File: src/rtl/dt_pkg.sv
// Package: shared widths and the falling-edge code decoding for the
// dead-time inserter. Assumes an 8-bit code; the decode result fits DT_W bits.
package dt_pkg;
    localparam int CODE_W = 8;
    localparam int DT_W   = 10;   // holds the largest decoded value, 1008

    // Decode an 8-bit falling-edge code into a tick count.
    function automatic logic [DT_W-1:0] decode_fall(input logic [CODE_W-1:0] c);
        logic [DT_W-1:0] r;
        if (!c[7])
            r = DT_W'(c);
        else if (c[7:6] == 2'b10)
            r = DT_W'({1'b1, c[5:0]}) << 1;
        else if (c[7:5] == 3'b110)
            r = DT_W'({1'b1, c[4:0]}) << 3;
        else
            r = DT_W'({1'b1, c[4:0]}) << 4;
        return r;
    endfunction
endpackage

File: src/rtl/dt_code_reg.sv
// Falling-edge code register. A write is accepted only while the lock level
// is zero. Assumes the write strobe is synchronous to clk. Reset value 0x01.
module dt_code_reg #(
    parameter int W = 8,
    parameter logic [W-1:0] RESET_VAL = W'(1)
) (
    input  logic         clk,
    input  logic         rst_n,
    input  logic         wr_en,
    input  logic [W-1:0] wr_data,
    input  logic [1:0]   lock,
    output logic [W-1:0] code_q
);
    // Hold the code; update only on an unlocked write.
    always_ff @(posedge clk) begin
        if (!rst_n)
            code_q <= RESET_VAL;
        else if (wr_en && (lock == 2'd0))
            code_q <= wr_data;
    end
endmodule

File: src/rtl/dt_fall_decode.sv
// Combinational decoder from the 8-bit falling-edge code to a tick count,
// zero-extended to the counter width. Assumes OUT_W >= dt_pkg::DT_W.
module dt_fall_decode #(
    parameter int OUT_W = dt_pkg::DT_W
) (
    input  logic [dt_pkg::CODE_W-1:0] code,
    output logic [OUT_W-1:0]          ticks
);
    // Map the four code ranges onto their durations.
    always_comb begin
        ticks = OUT_W'(dt_pkg::decode_fall(code));
    end
endmodule

File: src/rtl/dt_edge_timer.sv
// Edge-driven dead-time timer. Detects reference edges against the last
// sampled value, turns the leaving output off at once, and turns the
// arriving output on after the given count of tick enables. An edge that
// arrives mid-count restarts the count. Assumes pwm_ref is synchronous.
module dt_edge_timer #(
    parameter int CNT_W = 10
) (
    input  logic             clk,
    input  logic             rst_n,
    input  logic             tick,
    input  logic             ref_in,
    input  logic [CNT_W-1:0] rise_cnt,
    input  logic [CNT_W-1:0] fall_cnt,
    output logic             main_o,
    output logic             comp_o
);
    logic             ref_q;
    logic [CNT_W-1:0] cnt_q;
    logic             edge_seen;

    // Flag a level change of the reference versus the last sample.
    always_comb edge_seen = (ref_in != ref_q);

    // Track the reference and run the dead-time count and both outputs.
    always_ff @(posedge clk) begin
        if (!rst_n) begin
            ref_q  <= 1'b0;
            cnt_q  <= '0;
            main_o <= 1'b0;
            comp_o <= 1'b0;
        end else if (edge_seen) begin
            ref_q <= ref_in;
            if (ref_in) begin
                comp_o <= 1'b0;
                main_o <= (rise_cnt == '0);
                cnt_q  <= rise_cnt;
            end else begin
                main_o <= 1'b0;
                comp_o <= (fall_cnt == '0);
                cnt_q  <= fall_cnt;
            end
        end else if (tick && (cnt_q != '0)) begin
            cnt_q <= cnt_q - 1'b1;
            if (cnt_q == CNT_W'(1)) begin
                if (ref_q) main_o <= 1'b1;
                else       comp_o <= 1'b1;
            end
        end
    end
endmodule

File: src/rtl/dt_inserter.sv
// Top: complementary PWM dead-time inserter. Rising-edge dead time is a
// plain count; falling-edge dead time is an 8-bit code, lock-protected and
// decoded over four ranges. Assumes all inputs are synchronous to clk.
module dt_inserter #(
    parameter int RISE_W = 10
) (
    input  logic                      clk,
    input  logic                      rst_n,
    input  logic                      dt_tick,
    input  logic                      pwm_ref,
    input  logic [dt_pkg::CODE_W-1:0] code_wdata,
    input  logic                      code_we,
    input  logic [RISE_W-1:0]         rise_dt,
    input  logic [1:0]                lock_lvl,
    output logic                      out_main,
    output logic                      out_comp
);
    localparam int CNT_W = (RISE_W > dt_pkg::DT_W) ? RISE_W : dt_pkg::DT_W;

    logic [dt_pkg::CODE_W-1:0] fall_code_q;
    logic [CNT_W-1:0]          fall_ticks;
    logic [CNT_W-1:0]          rise_ticks;

    dt_code_reg #(.W(dt_pkg::CODE_W), .RESET_VAL(8'h01)) u_code (
        .clk    (clk),
        .rst_n  (rst_n),
        .wr_en  (code_we),
        .wr_data(code_wdata),
        .lock   (lock_lvl),
        .code_q (fall_code_q)
    );

    dt_fall_decode #(.OUT_W(CNT_W)) u_dec (
        .code (fall_code_q),
        .ticks(fall_ticks)
    );

    // Widen the rising-edge count to the shared counter width.
    always_comb rise_ticks = CNT_W'(rise_dt);

    dt_edge_timer #(.CNT_W(CNT_W)) u_tmr (
        .clk     (clk),
        .rst_n   (rst_n),
        .tick    (dt_tick),
        .ref_in  (pwm_ref),
        .rise_cnt(rise_ticks),
        .fall_cnt(fall_ticks),
        .main_o  (out_main),
        .comp_o  (out_comp)
    );
endmodule

File: config.mk
export PLATFORM = sky130hd
export DESIGN_NAME = dt_inserter
export DESIGN_NICKNAME = d
export VERILOG_FILES = /design/src/rtl/dt_pkg.sv /design/src/rtl/dt_code_reg.sv /design/src/rtl/dt_fall_decode.sv /design/src/rtl/dt_edge_timer.sv /design/src/rtl/dt_inserter.sv
export SDC_FILE = /design/constraint.sdc
export NUM_CORES = 1
export LEC_CHECK = 0
export CELL_PAD_IN_SITES_DETAIL_PLACEMENT = 0
export CELL_PAD_IN_SITES_GLOBAL_PLACEMENT = 1
export CORE_AREA = 5 5 67 69
export CTS_CLUSTER_DIAMETER = 100
export DETAILED_ROUTE_END_ITERATION = 16
export DIE_AREA = 0 0 72 74
export GPL_ROUTABILITY_DRIVEN = 0
export PLACE_DENSITY_LB_ADDON = 0.1
export SLEW_MARGIN = 0
export SYNTH_ARGS = -nofsm -noshare
export SYNTH_HDL_FRONTEND = slang
export SYNTH_HIERARCHICAL = 1
export SYNTH_SLANG_ARGS = --single-unit
export TNS_END_PERCENT = 50
File: constraint.sdc
create_clock -name clk -period 5 [get_ports clk]
set_input_delay 0.5 -clock clk [delete_from_list [all_inputs] [get_ports clk]]
set_output_delay 0.5 -clock clk [all_outputs]
set_load 0.01 [all_outputs]
* Yosys cells after proc, flatten, opt, wreduce, memory -nomap -nowiden *
Cells that the tools add are included.
Widths: inputs -> output; s select.

word-level totals
  register bits after elaboration = 21
  input bits = 25
  output and inout bits = 2
  logic and storage cells = 38

operators by class
  add/sub/neg operators = 1
  equal/unequal tests = 5
  mux-type cells = 16
  reduce and logical (&&, ||, !) cells = 11

operator list
  cell                   count
  $mux 10                6
  $logic_not 10->1       2
  $eq 10x1->1 const B    1
  $mux 1                 10
  $reduce_bool 10->1     1
  $sub 10x1->10 const B  1
  $reduce_and 3->1       2
  $reduce_bool 2->1      3
  $eq 3x3->1 const B     1
  $eq 2x2->1 const B     1
  $logic_and 1x1->1      2
  $logic_not 2->1        1
  $ne 2x2->1 const B     1
  $ne 1x1->1             1

* Longest topological paths before layout *
  word-level depth = 7
  gate-level depth with buffers = 8
  gate-level depth less buffers = 6

* Hierarchy *
The synthesis kept the hierarchy.

by module, submodules not included
  module          instances  cells an instance  area each (um^2)  seq. area each (um^2)
  dt_edge_timer   1          114                978.4             260.2
  dt_code_reg     1          35                 340.3             160.2
  dt_fall_decode  1          31                 221.5             0.0

* Worst setup path after synthesis *
OpenSTA, ideal clock, no wires.

  kind = input-to-reg
  start = input pwm_ref
  end = register u_tmr.cnt_q[6]
  setup time = 0.086 ns
  arrival = 2.081 ns
  data required time = 4.914 ns
  path slack = 2.833 ns
  cell stages on the path = 8
  path buffers = 4
  path through = clkbuf_1 > buf_2 > inv_1 > ha_1 > clkbuf_1 > clkbuf_1 > a21oi_1 > a221oi_2

on the way
  word-level cells in the longest chain between the ends = 2
  elaborated cells between the ends (all ways) = 4
  those cells by class = 1 x eq/ne; 2 x mux; 1 x reduce/logical

ends and longest elaborated chain
  what                                                 line                 text
  from (decl)                                          dt_inserter.sv:10    input logic pwm_ref,
  $ne 1x1->1 (*)                                       dt_edge_timer.sv:22  always_comb edge_seen = (ref_in != ref_q);
  net u_tmr.edge_seen                                  dt_edge_timer.sv:19  logic edge_seen;
  $mux 10 / $reduce_bool 2->1 (equally long branches)  --
  to (signal assigned)                                 dt_edge_timer.sv:36  cnt_q <= rise_cnt;
  to (signal assigned)                                 dt_edge_timer.sv:40  cnt_q <= fall_cnt;
  to (signal assigned)                                 dt_edge_timer.sv:43  cnt_q <= cnt_q - 1'b1;
  to (decl)                                            dt_edge_timer.sv:18  logic [CNT_W-1:0] cnt_q;

Mark *: on every way through the listed nets, which the timed path passes. The rest lies on a longest branch.
A chain may end at the register's enable or synchronous reset.

* Final worst setup path *
  start = input pwm_ref
  end = register u_tmr.main_o

on the way
  word-level cells in the longest chain between the ends = 3
  elaborated cells between the ends (all ways) = 7
  those cells by class = 1 x eq/ne; 2 x mux; 4 x reduce/logical

ends and longest elaborated chain
  what                         line                 text
  $ne 1x1->1 (*)               dt_edge_timer.sv:22
  net u_tmr.edge_seen          dt_edge_timer.sv:19
  $reduce_bool 2->1 (no line)  --
  $reduce_and 3->1 (no line)   --
  to (signal assigned)         dt_edge_timer.sv:35  main_o <= (rise_cnt == '0);
  to (decl)                    dt_edge_timer.sv:14  output logic main_o,

Marks and branches as above.

==> impl_metrics.env <==
export IMPL_netlist_instances=180
export IMPL_skew_ns=0.002219
export IMPL_synth_area_top_cells="dfxtp_1 (27%), mux2i_1 (14%), nand2_1 (5.1%)"
export IMPL_maxCapViolCount=0
export IMPL_grt_first_pass_wirelength_um=6044
export IMPL_rsz0062_at_grt="false"
export IMPL_viasPerCell=5.482
export IMPL_reg2reg_depth=6
export IMPL_drc=0
export IMPL_worstHoldPathCells=1
export IMPL_start_kind="input pin"
export IMPL_routedWlPerCell_um=14.71
export IMPL_cts_made_buffers=3
export IMPL_antennaDiodeCount=0
export IMPL_hold_viol=0
export IMPL_ys_ff_latch=21
export IMPL_cts_hold_fix_buffers=0
export IMPL_p_leak_nw=0.7092
export IMPL_wl_met2_um=1922
export IMPL_clk_root_buffer_cell="clkbuf_8"
export IMPL_num_fill_cells=414
export IMPL_worstHoldEndpoint="u_tmr/comp_o"
export IMPL_synth_top_area_frac=0.2729
export IMPL_vias=1365
export IMPL_yosys_top_cells_count="dfxtp_1 (21), mux2i_1 (21), nand2_1 (21)"
export IMPL_min_period_ns=2.601
export IMPL_dr_max_layer_used="met4"
export IMPL_r2r_end="u_tmr/cnt_q[6]"
export IMPL_start_util=0.3994
export IMPL_grt_ovfl_total=0
export IMPL_ant_nets=0
export IMPL_vdd_ir_drop_max_v=0.00009128
export IMPL_htreeDepth=1
export IMPL_final_nets=229
export IMPL_reg2reg_slack_ns=3.07
export IMPL_synth_nets=209
export IMPL_hpwl_um=2923
export IMPL_clock_sinks=21
export IMPL_firstDrtPassIters=4
export IMPL_path_cells="clkdlybuf4s50_1 > inv_1 > ha_1 > a41oi_1 > nor2_1 > o21a_1"
export IMPL_yosysSeqAreaShare=0.2729
export IMPL_finalSetupViolCount=0
export IMPL_crit_required_ns=5.16
export IMPL_grt_pass1_vias=1298
export IMPL_cp_end_kind="register"
export IMPL_grt_use_total=0.1432
export IMPL_row_count=23
export IMPL_clk_latency_ns=0.26
export IMPL_grt_max_degree=27
export IMPL_slew_headroom=0.4602
export IMPL_criticalPathCategory="in -> reg"
export IMPL_pin_count=27
export IMPL_cpPeakStageDelay_ns=0.91
export IMPL_powerDensity_nw_per_um2=253.7
export IMPL_wl_met3_um=126
export IMPL_period_share=0.5203
export IMPL_status="finished, final reports clean"
export IMPL_die_area_um2=5328
export IMPL_maxSlewViolCount=0
export IMPL_port_buffers=26
export IMPL_synth_top_area_cell="dfxtp_1"
export IMPL_dp_cells=245
export IMPL_synth_edf_count=0
export IMPL_async_flop_share=0
export IMPL_synth_cell_types=51
export IMPL_cts_repair_resized=0
export IMPL_clkTransAtPathRegs_ns=0.08
export IMPL_cts_tree="done"
export IMPL_drive_gt1_frac=0.08543
export IMPL_antenna_found_initial=0
export IMPL_clk_path_buf_depth=2
export IMPL_drtIter0Drc=84
export IMPL_rr_startpoint="u_tmr/cnt_q[0]"
export IMPL_p_total_w=0.0004659
export IMPL_post_layout_nonfiller_instances=249
export IMPL_synth_warnings=6
export IMPL_worst_path_buf_inv=2
export IMPL_slowest_stage="clkdlybuf4s50_1"
export IMPL_worst_pin_slew_ns=0.8098
export IMPL_min_delay_path_class="reg -> reg"
export IMPL_synth_top_flop_cell="dfxtp_1"
export IMPL_crit_fanout=26
export IMPL_max_freq_mhz=384.4
export IMPL_core_area_um2=3856
export IMPL_fp_dieW_um=72
export IMPL_cp_top_family="buffers and inverters"
export IMPL_syn2layout_area_growth_pct=19.25
export IMPL_m1WireLength_um=1594
export IMPL_die_height_um=74
export IMPL_critPathArrivalTime_ns=2.76
export IMPL_wirelength_um=3664
export IMPL_setup_tns_final_ns=0
export IMPL_min_from="u_tmr/comp_o"
export IMPL_synth_area_per_cell_um2=8.557
export IMPL_cts_setup_buffers=0
export IMPL_synth_area_um2=1540
==> layer usage <==
layer  vias to the layer above  GRT usage
met5                         -          0
met4                         0    0.03132
met3                         2    0.03243
met2                        22     0.2714
met1                       644     0.1641
li1                        697          -
==> through the flow <==
stage | instance area, um^2 | worst slack [ns] | util | hold WS [ns]
final | 1837 | 2.399 | 0.4763 | 0.4664
after global routing | 1837 | 2.262 | 0.4763 | 0.4881
after CTS | 1837 | 2.387 | 0.4763 | 0.4722
after detailed placement | 1790 | 2.111 | 0.4643 | 0.4574
after global placement | 1790 | 2.201 | 0.4643 | 0.4476
after floorplan | 1540 | 2.833 | - | 0.4351
==> sequential cells by signal (all words and copies together), names as in the netlist <==
name	flops
u_tmr/comp_o	1
u_tmr/main_o	1
u_tmr/ref_q	1
u_code/code_q	8
u_tmr/cnt_q	10
==> where the power goes <==
group	leakage, nW	internal, W	switching [W]
clock network	0.0255	0.0000555	0.0000584
registers	0.173	0.000183	0.0000215
logic	0.511	0.0000744	0.0000728
total	0.709	0.000313	0.000153
==> cells by family after synthesis <==
kind of cell	count (synthesis)	share of synthesized area
xor+xnor	1	0.005687
flops	21	0.2729
fa+ha+maj	4	0.03250
compound gates	36	0.1771
mux	23	0.1511
simple gates	72	0.2843
buf+inv	23	0.07635
==> area by class of cell <==
cell class / instances / area (um^2) / share of cell area
inverters: 12 / 45.04 / 0.02452
flip-flops and latches: 21 / 420.4 / 0.2289
repair buffers: 26 / 260.3 / 0.1417
clock inverters: 1 / 5.005 / 0.002725
multi-input cells: 136 / 1002 / 0.5456
clock buffers: 3 / 41.29 / 0.02248
well taps: 50 / 62.56 / 0.03406
==> worst max-delay path by stage <==
stage | from | endpoint | slack, ns | cells past startpoint
6_report | pwm_ref | u_tmr/main_o | 2.40 | 6
5_1_grt | pwm_ref | u_tmr/main_o | 2.26 | 6
4_1_cts | pwm_ref | u_tmr/main_o | 2.39 | 6
3_5_place_dp | pwm_ref | u_tmr/main_o | 2.11 | 6
3_3_place_gp | pwm_ref | u_tmr/comp_o | 2.20 | 6
2_1_floorplan | pwm_ref | u_tmr/cnt_q[6] | 2.83 | 8
==> cell usage in the layout, fill, tap and decap left out, drive strengths merged, types with 4 or more instances in the layout <==
| cell type | n |
|---|---|
| mux2i | 21 |
| o21a | 4 |
| nand4b | 5 |
| nor3 | 5 |
| nand2 | 22 |
| a211oi | 4 |
| ha | 4 |
| nor2 | 11 |
| nor4 | 4 |
| a21oi | 9 |
| inv | 12 |
| clkdlybuf4s50 | 26 |
| dfxtp | 21 |
| a31oi | 4 |
(Power assumes the default switching activity.)
